File: config.mk
export PLATFORM = sky130hd
export DESIGN_NAME = fp64_to_uint
export DESIGN_NICKNAME = d
export VERILOG_FILES = /design/src/rtl/fp2u_pkg.sv /design/src/rtl/fp2u_rmode_sel.sv /design/src/rtl/fp2u_align.sv /design/src/rtl/fp2u_round.sv /design/src/rtl/fp64_to_uint.sv
export SDC_FILE = /design/constraint.sdc
export NUM_CORES = 1
export LEC_CHECK = 0
export BUFFER_PORTS_ARGS = -buffer_cell sky130_fd_sc_hd__buf_2
export CAP_MARGIN = 5
export CORE_MARGIN = 2
export CORE_UTILIZATION = 40
export DETAILED_ROUTE_END_ITERATION = 12
export MAX_ROUTING_LAYER = met4
export SETUP_SLACK_MARGIN = 0.02
export SLEW_MARGIN = 5
export SYNTH_ARGS = -nofsm -noshare
export SYNTH_HDL_FRONTEND = slang
export SYNTH_SLANG_ARGS = --single-unit
File: constraint.sdc
create_clock -name clk -period 0.8 [get_ports clk]
set_input_delay 0.04 -clock clk [delete_from_list [all_inputs] [get_ports clk]]
set_output_delay 0.04 -clock clk [all_outputs]
set_load 0.01 [all_outputs]
File: src/rtl/fp2u_pkg.sv
package fp2u_pkg;
    typedef enum logic [1:0] {
        RM_NEAREST = 2'b00,
        RM_DOWN    = 2'b01,
        RM_UP      = 2'b10,
        RM_ZERO    = 2'b11
    } rmode_e;
endpackage

File: src/rtl/fp2u_rmode_sel.sv
module fp2u_rmode_sel
    import fp2u_pkg::*;
(
    input  logic       ovr_en_i,
    input  logic       src_is_reg_i,
    input  logic [1:0] ovr_i,
    input  logic [1:0] glob_i,
    output rmode_e     mode_o
);
    // The override counts only for register operands.
    assign mode_o = rmode_e'((ovr_en_i && src_is_reg_i) ? ovr_i : glob_i);
endmodule

File: src/rtl/fp2u_align.sv
module fp2u_align #(
    parameter int EXP_W  = 11,
    parameter int FRAC_W = 52,
    parameter int OUT_W  = 64
) (
    input  logic [EXP_W+FRAC_W:0] op_i,
    output logic                  sign_o,
    output logic                  special_o,
    output logic                  big_o,
    output logic                  guard_o,
    output logic                  sticky_o,
    output logic [OUT_W-1:0]      mag_o
);
    localparam int MANT_W  = FRAC_W + 1;
    localparam int BIAS    = (1 << (EXP_W - 1)) - 1;
    localparam int WIDE_W  = MANT_W + OUT_W;
    localparam int MAX_LSH = OUT_W - MANT_W;

    logic [EXP_W-1:0]  expo;
    logic [MANT_W-1:0] mant;
    logic [WIDE_W-1:0] wide;
    int                sh;
    int                rsh;

    assign expo      = op_i[EXP_W+FRAC_W-1:FRAC_W];
    assign sign_o    = op_i[EXP_W+FRAC_W];
    assign special_o = &expo;
    assign mant      = {|expo, op_i[FRAC_W-1:0]};

    always_comb begin
        sh       = ((expo == '0) ? 1 : int'(expo)) - BIAS - FRAC_W;
        rsh      = 0;
        wide     = '0;
        big_o    = 1'b0;
        guard_o  = 1'b0;
        sticky_o = 1'b0;
        mag_o    = '0;
        if (sh >= 0) begin
            // Integer already; only a range question remains.
            big_o = (sh > MAX_LSH);
            if (!big_o) mag_o = OUT_W'(mant) << sh;
        end else begin
            // Shifts past OUT_W leave guard clear and only sticky.
            rsh      = (-sh > OUT_W) ? OUT_W : -sh;
            wide     = {mant, {OUT_W{1'b0}}} >> rsh;
            mag_o    = OUT_W'(wide[WIDE_W-1:OUT_W]);
            guard_o  = wide[OUT_W-1];
            sticky_o = |wide[OUT_W-2:0];
        end
    end
endmodule

File: src/rtl/fp2u_round.sv
module fp2u_round
    import fp2u_pkg::*;
#(
    parameter int OUT_W    = 64,
    parameter int NARROW_W = 32
) (
    input  logic             sign_i,
    input  logic             special_i,
    input  logic             big_i,
    input  logic             guard_i,
    input  logic             sticky_i,
    input  logic [OUT_W-1:0] mag_i,
    input  rmode_e           mode_i,
    input  logic             wide_i,
    input  logic             mask_i,
    output logic [OUT_W-1:0] res_o,
    output logic             inv_o,
    output logic             pe_o
);
    logic           inc;
    logic           inexact;
    logic           over;
    logic [OUT_W:0] sum;
    logic [OUT_W-1:0] sat;

    assign inexact = guard_i | sticky_i;

    always_comb begin
        unique case (mode_i)
            RM_NEAREST: inc = guard_i & (sticky_i | mag_i[0]);
            RM_DOWN:    inc = sign_i & inexact;
            RM_UP:      inc = !sign_i & inexact;
            RM_ZERO:    inc = 1'b0;
            default:    inc = 1'b0;
        endcase
        sum = {1'b0, mag_i} + (OUT_W+1)'(inc);
        if (sign_i)      over = big_i | (sum != '0);
        else if (wide_i) over = big_i | sum[OUT_W];
        else             over = big_i | (|sum[OUT_W:NARROW_W]);
        inv_o = special_i | over;
        sat   = wide_i ? {OUT_W{1'b1}} : OUT_W'({NARROW_W{1'b1}});
        res_o = inv_o ? (mask_i ? sat : '0) : sum[OUT_W-1:0];
        pe_o  = inexact & !inv_o;
    end
endmodule

File: src/rtl/fp64_to_uint.sv
module fp64_to_uint
    import fp2u_pkg::*;
#(
    parameter int EXP_W    = 11,
    parameter int FRAC_W   = 52,
    parameter int OUT_W    = 64,
    parameter int NARROW_W = 32
) (
    input  logic                  clk,
    input  logic                  rst_n,
    input  logic [EXP_W+FRAC_W:0] op_i,
    input  logic                  long_mode_i,
    input  logic                  req_wide_i,
    input  logic                  src_is_reg_i,
    input  logic                  rc_ovr_en_i,
    input  logic [1:0]            rc_ovr_i,
    input  logic [1:0]            rc_glob_i,
    input  logic                  inv_mask_i,
    output logic [OUT_W-1:0]      res_o,
    output logic                  inv_o,
    output logic                  pe_o
);
    rmode_e           mode;
    logic             sign, special, big, guard, sticky;
    logic [OUT_W-1:0] mag;
    logic [OUT_W-1:0] res_d;
    logic             inv_d, pe_d;
    logic             wide_eff;

    assign wide_eff = long_mode_i & req_wide_i;

    fp2u_rmode_sel u_sel (
        .ovr_en_i     (rc_ovr_en_i),
        .src_is_reg_i (src_is_reg_i),
        .ovr_i        (rc_ovr_i),
        .glob_i       (rc_glob_i),
        .mode_o       (mode)
    );

    fp2u_align #(.EXP_W(EXP_W), .FRAC_W(FRAC_W), .OUT_W(OUT_W)) u_align (
        .op_i      (op_i),
        .sign_o    (sign),
        .special_o (special),
        .big_o     (big),
        .guard_o   (guard),
        .sticky_o  (sticky),
        .mag_o     (mag)
    );

    fp2u_round #(.OUT_W(OUT_W), .NARROW_W(NARROW_W)) u_round (
        .sign_i    (sign),
        .special_i (special),
        .big_i     (big),
        .guard_i   (guard),
        .sticky_i  (sticky),
        .mag_i     (mag),
        .mode_i    (mode),
        .wide_i    (wide_eff),
        .mask_i    (inv_mask_i),
        .res_o     (res_d),
        .inv_o     (inv_d),
        .pe_o      (pe_d)
    );

    always_ff @(posedge clk or negedge rst_n) begin
        if (!rst_n) begin
            res_o <= '0;
            inv_o <= 1'b0;
            pe_o  <= 1'b0;
        end else begin
            res_o <= res_d;
            inv_o <= inv_d;
            pe_o  <= pe_d;
        end
    end
endmodule

==> results of run 1 <==
logic make-up after synthesis:
| family | after synthesis |
|---|---|
| compound gates | 968 |
| simple gates | 916 |
| buf+inv | 279 |
| mux | 111 |
| flops | 66 |
| xor+xnor | 64 |
| fa+ha+maj | 8 |
Yosys cell counts, types with 20 or more instances:
master,instances,area share [%]
a22oi_1,23,1.1
and3_1,28,1.1
a21oi_1,167,5.3
nor4_1,36,1.4
mux2i_1,84,5.3
nand2b_1,28,1.1
xnor2_1,36,2.0
inv_1,34,0.81
o22ai_1,55,2.2
clkbuf_1,169,4.0
o21ai_0,197,6.2
buf_2,30,0.95
nor3_1,79,2.5
xor2_1,28,1.6
nand2_1,218,5.2
nand4_1,38,1.5
a221oi_1,20,1.1
nor2_1,256,6.1
a211oi_1,45,2.1
buf_1,26,0.62
dfrtp_1,66,10
o31ai_1,22,1.0
nand3_1,95,3.0
o211ai_1,51,2.4
a31oi_1,40,1.6
o21ai_1,58,1.8
or4_1,20,0.95
a21o_1,20,0.95
per-stage QoR:
stage | hold WS, ps | setup slack, ps | utilization [%] | instance area (µm²)
after CTS | 192 | -6390 | 68.9 | 26800
after detailed placement | 80.2 | -7260 | 64.3 | 25000
after global placement | 60.3 | -7050 | 64.3 | 25000
after floorplan | -256 | -6200 | - | 16100
per-layer routing:
metal	GRT usage [%]	GRT overflow
met1	72.2	0
met2	85.6	1
met3	41.7	0
met4	57.5	1
met5	-	-
repair_timing:
| item | CTS |
|---|---|
| cloned | 10 |
| buffers inserted | 45 |
| hold buffers | 1 |
| endpoints found under the hold margin | 66 |
| gates resized for setup | 198 |
| pin swaps | 46 |
| setup endpoints to repair | 132 |
==> impl_metrics.tcl, run 1 <==
set metrics [dict create \
    synthDistinctLibCells 105 \
    synth_enable_flop_cells 0 \
    fp.dieH_um 203 \
    crit_endpoint "res_o[11]$_DFF_PN0_/D" \
    synth_seq_cells 66 \
    dp_hpwl_um 94100 \
    clockBufferDepth 2 \
    row_count 72 \
    yosys_warnings 0 \
    synth_top_family_by_area "compound AO/OA/AOI/OAI gates" \
    syn_inst 2412 \
    synthSimpleGateAreaFrac_pct 28.5 \
    async_flop_share_pct 100 \
    initial_core_util_pct 40.6 \
    synth.area.mux_share_pct 7.82 \
    netlist_area_um2 15800 \
    yosysSeqAreaShare_pct 10.5 \
    place_inst 3932 \
    gp_congestion 1.19 \
    synth_fa_ha_area_share_pct 0.618 \
    postSynthAreaPerCell_um2 6.54 \
    port-buffer-count 140 \
    grt_max_degree 73 \
    worst-ep-kind "register input" \
    haltStage "5_1_grt" \
    root_buffer "clkbuf_16" \
    synth_nets 2494 \
    ys.flop_type "dfrtp_1" \
    tool.error "[ERROR GRT-0232] Routing congestion too high. Check the congestion heatmap in the GUI." \
    die_x_um 203 \
    cts_max_level 3 \
    synthXorXnorAreaFrac_pct 3.55 \
    clock-sinks 66 \
    ios 141 \
    synth_compound_area_share_pct 41.6 \
    numCtsBuffers 9 \
    outcome "did not finish" \
    overflow 2 \
    grt_util_all_layers_pct 67.4 \
]
==> run 2, diff against run 1 <==
Settings changed: CORE_UTILIZATION 40 to 25, MAX_ROUTING_LAYER met4 to not set, PLACE_DENSITY_LB_ADDON set to 0.15, SETUP_SLACK_MARGIN 0.02 to not set.
==> run 2 against run 1 <==
Compared with the run above:
- the flow now finishes, with violations (negative setup slack)
- synthesized cell count did not move
- area after synthesis did not move
==> impl_metrics.tcl, run 2 <==
set metrics [dict create \
    outcome "finished with violations" \
    violations "negative setup slack" \
    cts_max_level 3 \
    antenna_found_initial 0 \
    finalWorstSetupSlack_ps -6640 \
    ios 141 \
    worstMarginPinSlew_ps 1030 \
    drive_above_1_share_pct 46.6 \
    worst_setup_path_end_kind "register" \
    slew_viol_final 0 \
    grt_pass1_wl_um 189000 \
    rsz0062_at_grt "true" \
    overflow 0 \
    worstHoldPathCells 4 \
    root_buffer "clkbuf_16" \
    drt_first_pass_iters 7 \
    setup_viol 132 \
    grt_pass1_vias 25200 \
    antenna_cells 0 \
    hold_viol 0 \
    gp_congestion 1.09 \
    synth_seq_cells 66 \
    min_from "inv_mask_i" \
    finalCritPeriodShare_pct 931 \
    port-buffer-count 140 \
    hold_end "res_o[25]$_DFF_PN0_" \
    clk_pin_slew_ps 50 \
    dpl_worst_slack_ps -7500 \
    slew_headroom_pct 30.5 \
    finalNonFillerCells 4392 \
    ys.flop_type "dfrtp_1" \
    fp.dieH_um 255 \
    clock-sinks 66 \
    postSynthAreaPerCell_um2 6.54 \
    vias_per_cell 5.97 \
    antenna_left 0 \
    yosysMostFrequentCell "nor2_1" \
    worstPathMaxFanout 13 \
    critPathLaunchType "primary input" \
    die-area_um2 65200 \
    regMostFlops "res_o" \
    grt_max_degree 103 \
    multiInputGateArea_um2 14200 \
    synth_top_cells_by_count "nor2_1, nand2_1, o21ai_0" \
    avgRoutedWirePerCell_um 31.0 \
    yosys_warnings 0 \
    drc 0 \
    critPathRequiredTime_ps 1080 \
    cts_tree "done" \
    drt-initial-drc-count 3037 \
    layout_min_cycle_time_ps 7440 \
    initial_core_util_pct 25.2 \
    dp_hpwl_um 112000 \
    final_cell_mix "buf_4, nor2_1, nand2_1" \
    hp-class "in2reg" \
    post-route-util_pct 44.8 \
    row_count 92 \
    syn_to_final_growth_pct 78.1 \
    crit_path_max_incr_delay_ps 600 \
    wirelength_um 136000 \
    synth.area.top_cells "dfrtp_1, o21ai_0, nor2_1" \
    core_um2 62700 \
    die_x_um 255 \
    numCtsBuffers 9 \
    vdd_drop_max_uv 591 \
    leakage_nw 12.5 \
    largest_reg_flops 64 \
    synth_top_cell_by_area "dfrtp_1" \
    seq_area_um2 1650 \
    cp_common_cell "buf_4" \
    grt_util_all_layers_pct 40.7 \
    fmaxAchievable_mhz 134 \
    power_density_nw_per_um2 925 \
    synth_nets 2494 \
    synth_enable_flop_cells 0 \
    netlist_area_um2 15800 \
    async_flop_share_pct 100 \
    post_dp_cell_area_um2 25800 \
    critPathSlowestCell "or4_1" \
    reg_top3 "res_o x64, inv_o x1, pe_o x1" \
    nets 3623 \
    cp.arrival_ps 7720 \
    total_power_w 0.0260 \
    fill_cells 6652 \
    layout_commonest_cell "buf_4" \
    path_class "in2reg" \
    syn_inst 2412 \
    clockBufferDepth 2 \
    place_inst 4309 \
    fin_area_um2 28100 \
    yosysSeqAreaShare_pct 10.5 \
    num_vias 26200 \
    synth_top_area_share_pct 10.5 \
    synthDistinctLibCells 105 \
    drv_cap 0 \
]
==> run 2: cell counts after synthesis <==
Identical to the previous run, type by type.
==> run 2: repair_timing <==
| action | 4_1_cts | 5_1_grt |
|---|---|---|
| pin swaps | 38 | 32 |
| cloned | 7 | 1 |
| gates resized for setup | 167 | 124 |
| setup buffers | 40 | 21 |
| endpoints found under the hold margin | 66 | 0 |
| hold buffers | 1 | 0 |
| setup endpoints to repair | 132 | 132 |
==> run 2: power breakdown <==
part           switching (W)  internal, W
logic                 0.0103      0.00747
clock network        0.00146      0.00304
registers          0.0000999      0.00363
==> run 2: layout make-up <==
class	instances	area share (%)
Clock buffer	9	0.801
Sequential cell	66	5.87
Multi-Input combinational cell	2068	50.6
Clock inverter	7	0.418
Inverter	39	0.530
Timing Repair Buffer	1357	38.0
Tap cell	846	3.77
==> run 2: kinds of logic after synthesis <==
| family | after synthesis | share of synthesized area [%] |
|---|---|---|
| AO/OA/AOI/OAI | 968 | 41.6 |
| multiplexers | 111 | 7.82 |
| XOR/XNOR | 64 | 3.55 |
| buffers and inverters | 279 | 7.42 |
| AND/OR/NAND/NOR | 916 | 28.5 |
| adder cells (fa/ha/maj) | 8 | 0.618 |
| flip-flops | 66 | 10.5 |
==> run 2: critical path, delay by kind of cell <==
| family | cells | cell delay [ps] |
|---|---|---|
| simple gates | 14 | 3060 |
| compound gates | 12 | 2310 |
| buf+inv | 9 | 1820 |
| fa+ha+maj | 1 | 250 |
| xor+xnor | 1 | 210 |
==> run 2: per-stage QoR <==
step,hold WS [ps],TNS [ps]
floorplan,-256,-406590
global placement,-9.64,-490870
detailed placement,-2.77,-488340
CTS,141,-427280
global route,165,-456590
finish,154,-439340
==> run 2: worst max-delay path by stage <==
stage | start | endpoint | depth (start not counted) | slack [ps]
after floorplan | op_i[53] | res_o[57]$_DFF_PN0_ | 36 | -6200
after global placement | op_i[53] | res_o[11]$_DFF_PN0_ | 40 | -7500
after detailed placement | op_i[53] | res_o[11]$_DFF_PN0_ | 39 | -7500
after CTS | op_i[52] | res_o[40]$_DFF_PN0_ | 41 | -6430
after global routing | op_i[52] | res_o[39]$_DFF_PN0_ | 45 | -6860
final | op_i[56] | res_o[43]$_DFF_PN0_ | 37 | -6640
==> run 2: metal layers <==
layer / wire, µm / track usage [%]
met1: 54500 / 51.4
met2: 59500 / 64.1
met3: 11100 / 6.23
met4: 10900 / 26.8
met5: 0 / 0
(Power assumes the default switching activity.)
==> run 3, diff against run 2 <==
Settings changed: GPL_TIMING_DRIVEN set to 0.
Clock period 0.8 ns to 7.2 ns, I/O delays scaled along.
==> run 3 against run 2 <==
Compared with the run above:
- the run ends with max-capacitance violations, negative setup slack left
- clock power is 90% lower
- utilization decreased by 10 points
- clock-buffer cell count stayed put
- sequential power is 89% lower
- first-iteration DRC count up 10%
- critical path type unchanged
- die area did not move
- critical path depth shrank 15
- via count shrank 5.8%
- cell area is 23% lower
- highest routed layer is now met5
==> impl_metrics.tcl, run 3 (synthesis gave the netlist of run 2 again) <==
set metrics [dict create \
    cts_max_level 3 \
    critPathLaunchType "primary input" \
    fp.dieH_um 255 \
    wirelength_um 153000 \
    layout_commonest_cell "nor2_1" \
    largest_reg_flops 64 \
    overflow 0 \
    drive_above_1_share_pct 28.5 \
    drv_cap 1 \
    ios 141 \
    grt_pass1_wl_um 204000 \
    clockBufferDepth 2 \
    layout_min_cycle_time_ps 8310 \
    hp-class "in2async" \
    leakage_nw 7.97 \
    busiest_layer "met2" \
    antenna_left 0 \
    regMostFlops "res_o" \
    initial_core_util_pct 25.2 \
    hold_ws_ps 80.9 \
    grt_max_degree 67 \
    cp_common_cell "clkbuf_1" \
    slew_headroom_pct 0.407 \
    grt_pass1_vias 23300 \
    drt_first_pass_iters 7 \
    port-buffer-count 114 \
    fmaxAchievable_mhz 120 \
    cts_tree "done" \
    final_cell_mix "nor2_1, nand2_1, o21ai_0" \
    grt_util_all_layers_pct 45.7 \
    clk_pin_slew_ps 60 \
    numCtsBuffers 9 \
    worstPathMaxFanout 10 \
    root_buffer "clkbuf_16" \
    vias_per_cell 7.00 \
    clock-sinks 66 \
    path_class "in2reg" \
    row_count 92 \
    path_cells "buf_2 > a211o_1 > a21oi_2 > clkbuf_2 > nand4_1 > nor2_1 > clkbuf_1 > clkbuf_1 > o21ai_0 > a32oi_1 > nand3_1 > nor3b_1 > nand3_4 > xor2_4 > or4b_4 > nor4_4 > buf_4 > nand4_4 > nand2_4 > inv_8 > buf_12 > o31ai_2" \
    violations "max-capacitance violations, negative setup slack" \
    crit_path_max_incr_delay_ps 770 \
    drt-initial-drc-count 3342 \
    finalCritPeriodShare_pct 115 \
    die_x_um 255 \
    gr-usage-met2_pct 68.2 \
    outcome "finished with violations" \
    die-area_um2 65200 \
    drc 0 \
    hold_viol 0 \
    setup_viol 66 \
    dpl_worst_slack_ps -4200 \
    nets 2756 \
    power_density_nw_per_um2 120 \
    num_vias 24700 \
    rsz0062_at_grt "true" \
    core_um2 62700 \
    critPathRequiredTime_ps 7470 \
    antenna_found_initial 3 \
    post-route-util_pct 34.4 \
    met3_usage_pct 14.7 \
    reg_top3 "res_o x64, inv_o x1, pe_o x1" \
    finalSetupTns_ps -68690 \
    holdBufCountCts 0 \
    cp.arrival_ps 8580 \
    use_met1_pct 54.5 \
    gp_congestion 1.10 \
    slew_viol_final 0 \
    worst_setup_path_end_kind "register" \
    dp_hpwl_um 119000 \
    syn_to_final_growth_pct 36.8 \
    critPathSlowestCell "nand4_1" \
    vdd_drop_max_uv 89.7 \
    avgRoutedWirePerCell_um 43.3 \
    finalWorstSetupSlack_ps -1110 \
    worstMarginPinSlew_ps 1480 \
]
==> run 3: changes by cell type in the layout (fill, tap and decap cells not counted), sizes merged, moves of 2 or more <==
cell | before | now
clkbuf | 10 | 175
bufinv | 3 | 1
buf | 1353 | 322
clkinvlp | 0 | 3
diode | 0 | 2
clkdlybuf4s15 | 0 | 2
==> run 3: what timing repair did <==
| item | in CTS | in global routing |
|---|---|---|
| hold endpoints to repair | 0 | 0 |
| cloned | 4 | 1 |
| endpoints found under the setup margin | 66 | 66 |
| pin swaps | 58 | 23 |
| resized for setup | 480 | 94 |
| buffers inserted | 105 | 20 |
==> run 3: where the power goes <==
| group | leakage [nW] | internal, W | switching [W] |
|---|---|---|---|
| Combinational | 6.95 | 0.000510 | 0.00123 |
| Sequential | 0.875 | 0.000403 | 0.00000658 |
| Clock | 0.146 | 0.000270 | 0.000180 |
| Total | 7.97 | 0.00118 | 0.00142 |
==> run 3: per-layer routing <==
metal / wire [µm] / part of all wire [%]
met5: 15 / 0.0098
met4: 15000 / 9.8
met3: 17800 / 12
met2: 62600 / 41
met1: 57300 / 38
==> run 3: final timing paths <==
check / from / end / slack, ps / cells after the start
min in group clk: inv_mask_i / res_o[63]$_DFF_PN0_ / 400 / 3
setup / recovery: op_i[52] / res_o[61]$_DFF_PN0_ / -1110 / 22
max in group asynchronous: rst_n / res_o[52]$_DFF_PN0_ / 6580 / 1
hold / removal: rst_n / res_o[8]$_DFF_PN0_ / 80 / 1
==> run 3: final cells by class <==
class	instances	area [µm²]
diodes	2	5.00
plain buffers	237	1730
clock buffers	9	225
clock inverters	7	77.6
fillers	6875	41100
inverters	39	163
multi-input cells	2067	14900
flip-flops and latches	66	1650
well taps	846	1060
repair buffers	254	1790
==> run 3: metrics by stage <==
step                cell area (µm²)  cells  power [W]
finish                        21600   3527    0.00260
global route                  21600   3525    0.00263
CTS                           21100   3504    0.00247
detailed placement            17900   3382    0.00178
global placement              17700   3372    0.00180
floorplan                     16100   2412    0.00112
==> run 3: critical path, delay by kind of cell <==
family                 cells  cell delay [ps]
buffers and inverters      7             2150
AO/OA/AOI/OAI              5             2350
XOR/XNOR                   1              200
AND/OR/NAND/NOR            9             3490
